<file path="config.mk">
export PLATFORM = sky130hd
export DESIGN_NAME = pixel_component_extractor
export DESIGN_NICKNAME = d
export VERILOG_FILES = /design/src/rtl/pixel_component_extractor.sv
export SDC_FILE = /design/constraint.sdc
export NUM_CORES = 1
export LEC_CHECK = 0
export ABC_AREA = 0
export BUFFER_PORTS_ARGS = -buffer_cell sky130_fd_sc_hd__buf_2
export CORE_ASPECT_RATIO = 0.7
export CORE_MARGIN = 1
export CORE_UTILIZATION = 35
export CTS_CLUSTER_DIAMETER = 150
export CTS_CLUSTER_SIZE = 25
export DETAILED_ROUTE_END_ITERATION = 12
export PLACE_DENSITY = 0.64
export RECOVER_POWER = 25
export SKIP_LAST_GASP = 1
export SYNTH_ARGS = -nofsm -noshare
export SYNTH_HDL_FRONTEND = slang
export SYNTH_SLANG_ARGS = --single-unit
</file>
<file path="constraint.sdc">
create_clock -name clk -period 4.4 [get_ports clk]
set_input_delay 0.88 -clock clk [delete_from_list [all_inputs] [get_ports clk]]
set_output_delay 0.88 -clock clk [all_outputs]
set_load 0.05 [all_outputs]
</file>
<file path="src/rtl/pixel_component_extractor.sv">
module pixel_component_extractor #(
  parameter int WORD_W = 32
) (
  input  logic              clk,
  input  logic              rst_n,
  input  logic              cfg_we,
  input  logic [1:0]        cfg_addr,
  input  logic [31:0]       cfg_wdata,
  input  logic [WORD_W-1:0] pix_word,
  input  logic              pix_valid,
  input  logic              pix_visible,
  input  logic              pix_underrun,
  output logic [7:0]        out_r,
  output logic [7:0]        out_g,
  output logic [7:0]        out_b,
  output logic              out_valid
);

  localparam int BYTES = WORD_W / 8;
  localparam int SZ_W  = (BYTES > 1) ? $clog2(BYTES) : 1;
  localparam int NCH   = 3;

  logic [SZ_W-1:0] size_q;
  logic [4:0]      ofs_q  [NCH];
  logic [3:0]      len_q  [NCH];
  logic [7:0]      dflt_q [NCH];
  logic [7:0]      col_q  [NCH];
  logic [7:0]      col_d  [NCH];
  logic [WORD_W-1:0] masked;

  wire unused_cfg_bits = ^{cfg_wdata[31:24], cfg_wdata[15:12], cfg_wdata[7:5]};

  always_ff @(posedge clk or negedge rst_n) begin
    if (!rst_n) begin
      size_q <= '0;
      for (int c = 0; c < NCH; c++) begin
        ofs_q[c]  <= '0;
        len_q[c]  <= '0;
        dflt_q[c] <= '0;
      end
    end else if (cfg_we) begin
      if (cfg_addr == 2'd0) begin
        size_q <= cfg_wdata[3 +: SZ_W];
      end else begin
        for (int c = 0; c < NCH; c++) begin
          if (32'(cfg_addr) == c + 1) begin
            ofs_q[c]  <= cfg_wdata[4:0];
            len_q[c]  <= cfg_wdata[11:8];
            dflt_q[c] <= cfg_wdata[23:16];
          end
        end
      end
    end
  end

  for (genvar b = 0; b < BYTES; b++) begin : g_byte
    assign masked[b*8 +: 8] = (32'(b) <= 32'(size_q)) ? pix_word[b*8 +: 8] : 8'h00;
  end

  function automatic logic [7:0] widen(input logic [7:0] t, input logic [3:0] n);
    case (n)
      4'd1:    widen = {8{t[0]}};
      4'd2:    widen = {4{t[1:0]}};
      4'd3:    widen = {t[2:0], t[2:0], t[2:1]};
      4'd4:    widen = {2{t[3:0]}};
      4'd5:    widen = {t[4:0], t[4:2]};
      4'd6:    widen = {t[5:0], t[5:4]};
      4'd7:    widen = {t[6:0], t[6]};
      default: widen = t;
    endcase
  endfunction

  wire use_dflt_all = !pix_visible || pix_underrun;

  for (genvar c = 0; c < NCH; c++) begin : g_ch
    logic [WORD_W-1:0] shifted;
    logic [3:0]        keep;
    logic [3:0]        drop;
    logic [7:0]        top;

    assign shifted = masked >> ofs_q[c];
    assign keep    = (len_q[c] > 4'd8) ? 4'd8 : len_q[c];
    assign drop    = (len_q[c] > 4'd8) ? len_q[c] - 4'd8 : 4'd0;
    assign top     = 8'(shifted >> drop);
    assign col_d[c] = (use_dflt_all || len_q[c] == 4'd0) ? dflt_q[c] : widen(top, keep);

    always_ff @(posedge clk or negedge rst_n) begin
      if (!rst_n)         col_q[c] <= 8'h00;
      else if (pix_valid) col_q[c] <= col_d[c];
    end

    p_zero_len_r4: assert property (@(posedge clk) disable iff (!rst_n)
      (pix_valid && len_q[c] == 4'd0 && !cfg_we) |=> col_q[c] == $past(dflt_q[c]));
    p_hidden_r5: assert property (@(posedge clk) disable iff (!rst_n)
      (pix_valid && !pix_visible) |=> col_q[c] == $past(dflt_q[c]));
    p_underrun_r6: assert property (@(posedge clk) disable iff (!rst_n)
      (pix_valid && pix_underrun) |=> col_q[c] == $past(dflt_q[c]));
    p_hold_r10: assert property (@(posedge clk) disable iff (!rst_n)
      !pix_valid |=> $stable(col_q[c]));
  end

  always_ff @(posedge clk or negedge rst_n) begin
    if (!rst_n) out_valid <= 1'b0;
    else        out_valid <= pix_valid;
  end

  assign out_r = col_q[0];
  assign out_g = col_q[1];
  assign out_b = col_q[2];

  p_valid_on_r9: assert property (@(posedge clk) disable iff (!rst_n)
    pix_valid |=> out_valid);
  p_valid_off_r9: assert property (@(posedge clk) disable iff (!rst_n)
    !pix_valid |=> !out_valid);

endmodule

</file>
Word-level counts from Yosys, hierarchy flattened

Index checks and enable logic that the tools add are counted.
W data, S select, Z words.

Register bits after elaboration: 78
Bits of input ports: 72
Word-level logic and storage cells: 82

Add/sub/neg operators: 3
Order comparisons: 6
Equal/unequal tests: 24
Shift-type cells: 6
Multiplexer cells: 15
Bitwise gates (word level): 1
Reductions and logical operators: 13

Operator list:

| operator              | count |
|---|---|
| $pmux W8 S7           | 3 |
| $shr A32 B4 Y8        | 3 |
| $shr A32 B5 Y32       | 3 |
| $eq A4 B3 Y1 const B  | 12 |
| $mux W8               | 6 |
| $eq A4 B2 Y1 const B  | 6 |
| $mux W4               | 6 |
| $eq A4 B1 Y1 const B  | 3 |
| $gt A4 B4 Y1 const B  | 3 |
| $logic_not A4 Y1      | 3 |
| $sub A4 B4 Y4 const B | 3 |
| $reduce_and A3 Y1     | 3 |
| $eq A2 B2 Y1 const B  | 2 |
| $le A2 B2 Y1 const A  | 2 |
| $logic_or A1 B1 Y1    | 4 |
| $eq A2 B1 Y1 const B  | 1 |
| $le A1 B2 Y1 const A  | 1 |
| $logic_not A2 Y1      | 1 |
| $reduce_and A2 Y1     | 1 |
| $logic_not A1 Y1      | 1 |
| $not A1 Y1            | 1 |

Depth between registers and ports, before layout

Gate-level depths: netlist of run 1.

Word-level depth: 6
Gate-level depth with buffers: 15
Gate-level depth less buffers: 10

Worst setup path before layout of run 1

No wires, ideal clock.

Kind: input to register
Start: input port pix_word[26]
End: register col_q, in the netlist out_r[1]
Library setup time: 0.125 ns
Arrival time: 3.379 ns
Data required time: 4.275 ns
Path slack: 0.897 ns
Stages: 11
Path buffers: 1
Path through: clkbuf_1 > mux4_2 > and2_1 > a221oi_1 > a2111oi_2 > nand3_1 > nand4_4 > a211oi_4 > o211ai_2 > or4_1 > a2bb2oi_1

Cells in the longest elaborated chain, start to end: 5

Ends and longest elaborated chain:

| element                        | RTL line | text |
|---|---|---|
| start: declaration             | 9        | `input logic [WORD_W-1:0] pix_word,` |
| $mux W8                        | 57       | `assign masked[b*8 +: 8] = (32'(b) <= 32'(size_q)) ? pix_word[b*8 +: 8] : 8'h00;` |
| $shr A32 B5 Y32                | 81       | `assign shifted = masked >> ofs_q[c];` |
| $shr A32 B4 Y8                 | 84       | `assign top = 8'(shifted >> drop);` |
| $pmux W8 S7                    | 61       | `case (n)` |
| $mux W8                        | 85       | `assign col_d[c] = (use_dflt_all \|\| len_q[c] == 4'd0) ? dflt_q[c] : widen(top, keep);` |
| end signal: indexed assignment | 89       | `else if (pix_valid) col_q[c] <= col_d[c];` |
| end: declaration               | 27       | `logic [7:0] col_q [NCH];` |

Every way passes these cells.
A chain may end at the register's enable or synchronous reset.

Worst setup path in the final report of run 1

Start: register ofs_q[2] (netlist bit)
End: register col_q, in the netlist out_b[3]

Cells in the longest elaborated chain, start to end: 4

Ends and longest elaborated chain:

| element                          | RTL line | text |
|---|---|---|
| start: declaration               | 24       | `logic [4:0] ofs_q [NCH];` |
| start signal: indexed assignment | 47       | `ofs_q[c] <= cfg_wdata[4:0];` |
| $shr A32 B5 Y32                  | 81       |  |
| $shr A32 B4 Y8                   | 84       |  |
| $pmux W8 S7                      | 61       |  |
| $mux W8                          | 85       |  |

Every way passes these cells.

==> flow_summary.toml, run 1 <==
[timing]
hold_violations = 0
worst_slew_pin_slew_ps = 2390
clock.fmax_mhz = 252
fin_crit_sh_pct = 90.1
period_needed_ps = 3960
setup_tns_ps = 0
slew_headroom_pct = -59.5
rsz0062_at_grt = "false"
slew_violations = 82
fin_skew_ps = 7.82
setup_viol = 0

[worst_setup_path]
cp_top_family = "compound AO/OA/AOI/OAI gates"
required_ps = 4630
cpPeakStageDelay_ps = 950
critPathSlowestCell = "dfrtp_1"
arrival_ps = 4190
end_kind = "register"
cp-start-kind = "register"
critical_path_class = "register to register"
path_buf_inv = 0
cp_max_fo = 23
cpMostUsedCell = "o31ai_1"
crit_path_cell_trace = "mux4_2, nor2b_1, o31ai_1, o311a_1, mux2_2, nand2_1, a32o_1, a311o_1, a211oi_1, o31ai_1"

[synthesis]
synth_nets = 1511
synth_edf_count = 0
syn-cell-area_sq_um = 11300
async_flop_share_pct = 100
synth_seq_cells = 78
ys_seq_area_share_pct = 17.2
syn_avg_cell_area_sq_um = 7.88
ys.flop_type = "dfrtp_1"
yosys_warnings = 0
synth_cell_types = 95
syn_inst = 1439

[route]
wire_per_inst_um = 23.9
drtPass1Iterations = 6
drt_iter0_drc = 1921
dr_total_vias = 12900
drt.antenna.violating_nets = 0
viasPerCell = 6.75
routed_wl_mm = 45.6
drcViolationCount = 0

[global_route]
grt.total_usage_pct = 27.2
grt_overflow_total = 0
grt_pass1_vias = 11900
antenna_found_initial = 0
grt_pass1_wl_mm = 70.6
grt_max_degree = 53

[place]
port-buffer-count = 81
dp_hpwl_mm = 34.8
dp.cells = 1889
place_congestion = 0.988

[clock_network]
cts_tree = "built"
postCtsHoldBufs = 0
cts_root_buf = "clkbuf_16"
cts_buffers = 9
cts_resized = 0
cts_max_level = 3
clk_pin_slew_worst_paths_ps = 70
clk_latency_ps = 360
postCtsSetupRepairBufs = 0
clock_path_buffers = 2
cts.sinks = 78

[cells_and_area]
fillCellCount = 3278
final_nets = 1552
drive_above_1_share_pct = 21.4
final_cells = 1905
multiInputGateArea_sq_um = 8570
antennaDiodeCount = 0
synthToLayoutAreaGrowth_pct = 10.6
register_area_sq_um = 1960

[job]
max_cap_violations = 2

[hold_path]
min_path_type = "register to register"

[floorplanning]
dieArea_sq_um = 33100
core_sq_um = 31500
pin_count = 97
die_h_um = 153
rows = 54
chipWidth_um = 217
initial_core_util_pct = 36.0

[status]
status = "finished with violations"
violations = "max-capacitance violations, max-slew violations"

[power]
cellPowerDensity_nw_per_um2 = 468
ir_drop_uv = 195
leakage_nw = 4.81
## routing by layer
layer  global-route usage, %  up-vias  wire length [um]
met5                       0        -                 0
met4                    6.71        0              1080
met3                    7.03       91              5640
met2                    38.8      834             18900
met1                    40.1     6202             19900
li1                        -     5727                 -
## worst min-delay path, cell delays in order (launching register included)
cell and delay (ps):
dfrtp_1 340, a21oi_1 60, nand2_1 60
## placed cells by master, fill, tap and decap left out, drive strengths merged, types with 25 or more instances in the layout
master | synthesis | final
dfrtp | 78 | 78
o22ai | 57 | 57
nor3 | 49 | 49
buf | 58 | 167
nand3 | 52 | 52
mux4 | 38 | 38
o21ai | 79 | 79
nor2 | 131 | 131
o211ai | 31 | 31
a21oi | 77 | 77
mux2 | 64 | 64
nand2 | 124 | 124
o221ai | 25 | 25
mux2i | 105 | 105
## per-stage QoR
step	power, W	utilization, %	hold WS (ps)	instance area, sq um	setup slack [ps]
6_report	0.00586	39.8	488	12500	437
5_1_grt	0.00621	39.8	508	12500	202
4_1_cts	0.00576	39.9	494	12500	551
3_5_place_dp	0.00502	39.0	478	12300	355
3_3_place_gp	0.00501	39.0	475	12300	380
2_1_floorplan	0.00388	-	471	11300	897
## where the power goes
group	switching [W]	internal, W	leakage [nW]
Sequential	0.000274	0.000869	0.931
Combinational	0.00249	0.00151	3.74
Clock	0.000328	0.000390	0.134
## logic make-up after synthesis
kind of cell           synth area share [%]
XOR/XNOR                             0.0773
flip-flops                             17.2
AO/OA/AOI/OAI                          31.0
buffers and inverters                  7.18
AND/OR/NAND/NOR                        21.2
multiplexers                           23.3
## path summary, 6_finish.rpt
kind | start | endpoint | slack [ps] | cells past startpoint
setup reg to reg | ofs_q[2] | out_b[3] | 440 | 10
setup / recovery | ofs_q[2] | out_b[3] | 440 | 10
hold / removal | out_b[6] | out_b[6] | 490 | 2
min in group asynchronous | rst_n | out_r[4] | 1250 | 1
hold reg to reg | out_b[6] | out_b[6] | 490 | 2
max in group asynchronous | rst_n | ofs_q[0] | 1370 | 2
## synthesized netlist by cell type, drive strengths merged (21+ instances only)
master / count / share of area (%)
nor2: 131 / 4.3
nand2: 124 / 4.2
mux2i: 105 / 9.4
clkbuf: 82 / 2.7
o21ai: 79 / 3.6
dfrtp: 78 / 17
a21oi: 77 / 3.4
mux2: 64 / 6.4
buf: 58 / 3.6
o22ai: 57 / 3.2
nand3: 52 / 2.3
nor3: 49 / 2.2
mux4: 38 / 7.6
o211ai: 31 / 2.1
o221ai: 25 / 2.0
a31oi: 24 / 1.3
nand2b: 24 / 1.3
a211oi: 22 / 1.6
inv: 21 / 0.70
## flip-flops by register name (all words and copies together) (netlist names)
name and flops:
out_b 8, len_q 12, size_q 2, out_g 8, out_valid 1, ofs_q 15
out_r 8, dflt_q 24
## area by class of cell
type / instances / share of cell area (%)
timing repair buffer: 170 / 8.79
multi-input combinational: 1194 / 68.4
sequential: 78 / 15.6
tap: 420 / 4.19
clock inverter: 7 / 0.459
clock buffer: 9 / 1.80
inverter: 27 / 0.808
No activity file was read; power rests on OpenSTA's default activity.
==> inputs of run 2 (changes only) <==
==> constraint.sdc (replaced) <==
create_clock -name clk -period 4.4 [get_ports clk]
set_input_delay 0.22 -clock clk [delete_from_list [all_inputs] [get_ports clk]]
set_output_delay 0.22 -clock clk [all_outputs]
set_load 0.05 [all_outputs]
==> run 2 against run 1 <==
The flow still finishes with violations (max-capacitance violations, max-slew violations). Critical path depth is 2 higher. Worst hold slack worse by 330 ps. Via count is 0.24% lower. Largest power group unchanged.
==> flow_summary.toml, run 2 (synthesis results as in run 1) <==
[status]
status = "finished with violations"
violations = "max-capacitance violations, max-slew violations"

[power]
power.internal_w = 0.00291
p_sw_share_pct = 51.4
total_power_w = 0.00600
power_frac_clock_pct = 15.2
seqPwrFrac_pct = 19.4
ir_drop_uv = 236
leakage_nw = 4.76
switchingPower_w = 0.00308
pwr-share-comb_pct = 65.4
cellPowerDensity_nw_per_um2 = 480

[clock_network]
postCtsHoldBufs = 1
cts_root_buf = "clkbuf_16"
cts_max_level = 3
clk_pin_slew_worst_paths_ps = 70
clock_path_buffers = 2
cts_resized = 0
cts.sinks = 78
cts_buffers = 9
clk_latency_ps = 370
postCtsSetupRepairBufs = 0
cts_tree = "built"

[timing]
slew_violations = 91
fin_skew_ps = 17.7
worst_slew_pin_slew_ps = 2870
clock.fmax_mhz = 257
fin_crit_sh_pct = 88.5
hold_violations = 0
period_needed_ps = 3900
rsz0062_at_grt = "false"
finalWorstSetupSlack_ps = 504
setup_viol = 0
setup_tns_ps = 0
slew_headroom_pct = -91.5

[worst_setup_path]
worstRegToRegCells = 12
critPathSlowestCell = "dfrtp_2"
arrival_ps = 4130
rr_startpoint = "ofs_q[0]"
end_kind = "register"
crit_start = "ofs_q[0]"
required_ps = 4640
cp-start-kind = "register"
critical_path_class = "register to register"
crit_path_cell_trace = "buf_12, mux2i_1, nor3_1, a311oi_1, o32ai_1, buf_4, a2bb2oi_2, a21oi_1, a32o_1, a311o_1, a211oi_1, o31ai_1"
cp_max_fo = 27
cpPeakStageDelay_ps = 790

[route]
drcViolationCount = 0
wire_per_inst_um = 24.4
routed_wl_mm = 46.0
drt.antenna.violating_nets = 0
drtPass1Iterations = 9
dr_total_vias = 12800
viasPerCell = 6.79
drt_iter0_drc = 1950

[job]
max_cap_violations = 2

[cells_and_area]
largest_reg_flops = 24
synthToLayoutAreaGrowth_pct = 10.2
layout_commonest_cell = "nor2_1"
final_cell_mix = "nor2_1, nand2_1, mux2i_1"
top_register = "dflt_q"
final_core_util_pct = 39.7
final_nets = 1535
drive_above_1_share_pct = 20.5
antennaDiodeCount = 0
fillCellCount = 3258
design_area_sq_um = 12500
top_regs = "dflt_q (24), ofs_q (15), len_q (12)"

[floorplanning]
core_sq_um = 31500
chipWidth_um = 217
die_h_um = 153
rows = 54
pin_count = 97
dieArea_sq_um = 33100
initial_core_util_pct = 36.0

[global_route]
grt_pass1_vias = 11900
grt_pass1_wl_mm = 70.9
grt.total_usage_pct = 27.4
antenna_found_initial = 2
grt_overflow_total = 0
grt_max_degree = 53

[place]
place_congestion = 1.01
dp_hpwl_mm = 34.4
place_ws_ps = 666
port-buffer-count = 81
dpl_cell_area_sq_um = 12100

[hold_path]
holdCritStartpoint = "cfg_wdata[1]"
min_path_type = "input port to register"
holdPathStages = 2
run 2: changes by cell type in the layout (fill, tap and decap cells not counted), sizes merged:
cell	change
bufinv	+3
dlygate4sd3	+1
clkinv	-2
inv	-1
buf	-17
clkinvlp	-1
run 2: final timing paths:
path | end | slack [ps]
min in group asynchronous | out_r[5] | 1310
setup reg to reg | out_b[3] | 500
max in group asynchronous | ofs_q[10] | 1440
hold / removal | ofs_q[1] | 160
setup / recovery | out_b[3] | 500
hold reg to reg | out_b[6] | 480
run 2: stage by stage:
stage	cells	hold slack, ps
after CTS	1888	144
after global routing	1888	142
after global placement	1871	300
after detailed placement	1871	311
after floorplan	1439	-75.6
final	1888	159
run 2: power by group through the flow:
stage | Sequential (W) | Clock, W | Combinational (W)
after floorplan | 0.00118 | 0 | 0.00270
after global placement | 0.00116 | 0 | 0.00379
after detailed placement | 0.00117 | 0 | 0.00378
after CTS | 0.00115 | 0.000936 | 0.00380
after global routing | 0.00119 | 0.000974 | 0.00417
final | 0.00116 | 0.000914 | 0.00392
run 2: metal layers:
layer  up-vias  global-route usage, %  wire length [um]
li1       5671                      -                 -
met1      6146                   40.0             19900
met2       911                   38.5             18900
met3        93                   9.08              6250
met4         2                   6.34               959
met5         -                      0                13
run 2: critical path, delay by kind of cell (launching register included):
kind	cells	cell delay, ps
compound gates	8	2030
buf+inv	2	470
mux	1	370
simple gates	1	80
flops	1	790
run 2: final cells by class:
| cell class | count | area [sq um] | area share [%] |
|---|---|---|---|
| Clock buffer | 10 | 239 | 1.91 |
| Clock inverter | 6 | 115 | 0.922 |
| Inverter | 27 | 101 | 0.812 |
| Multi-Input combinational cell | 1194 | 8570 | 68.6 |
| Sequential cell | 78 | 1960 | 15.7 |
| Tap cell | 420 | 526 | 4.21 |
| Timing Repair Buffer | 153 | 981 | 7.86 |
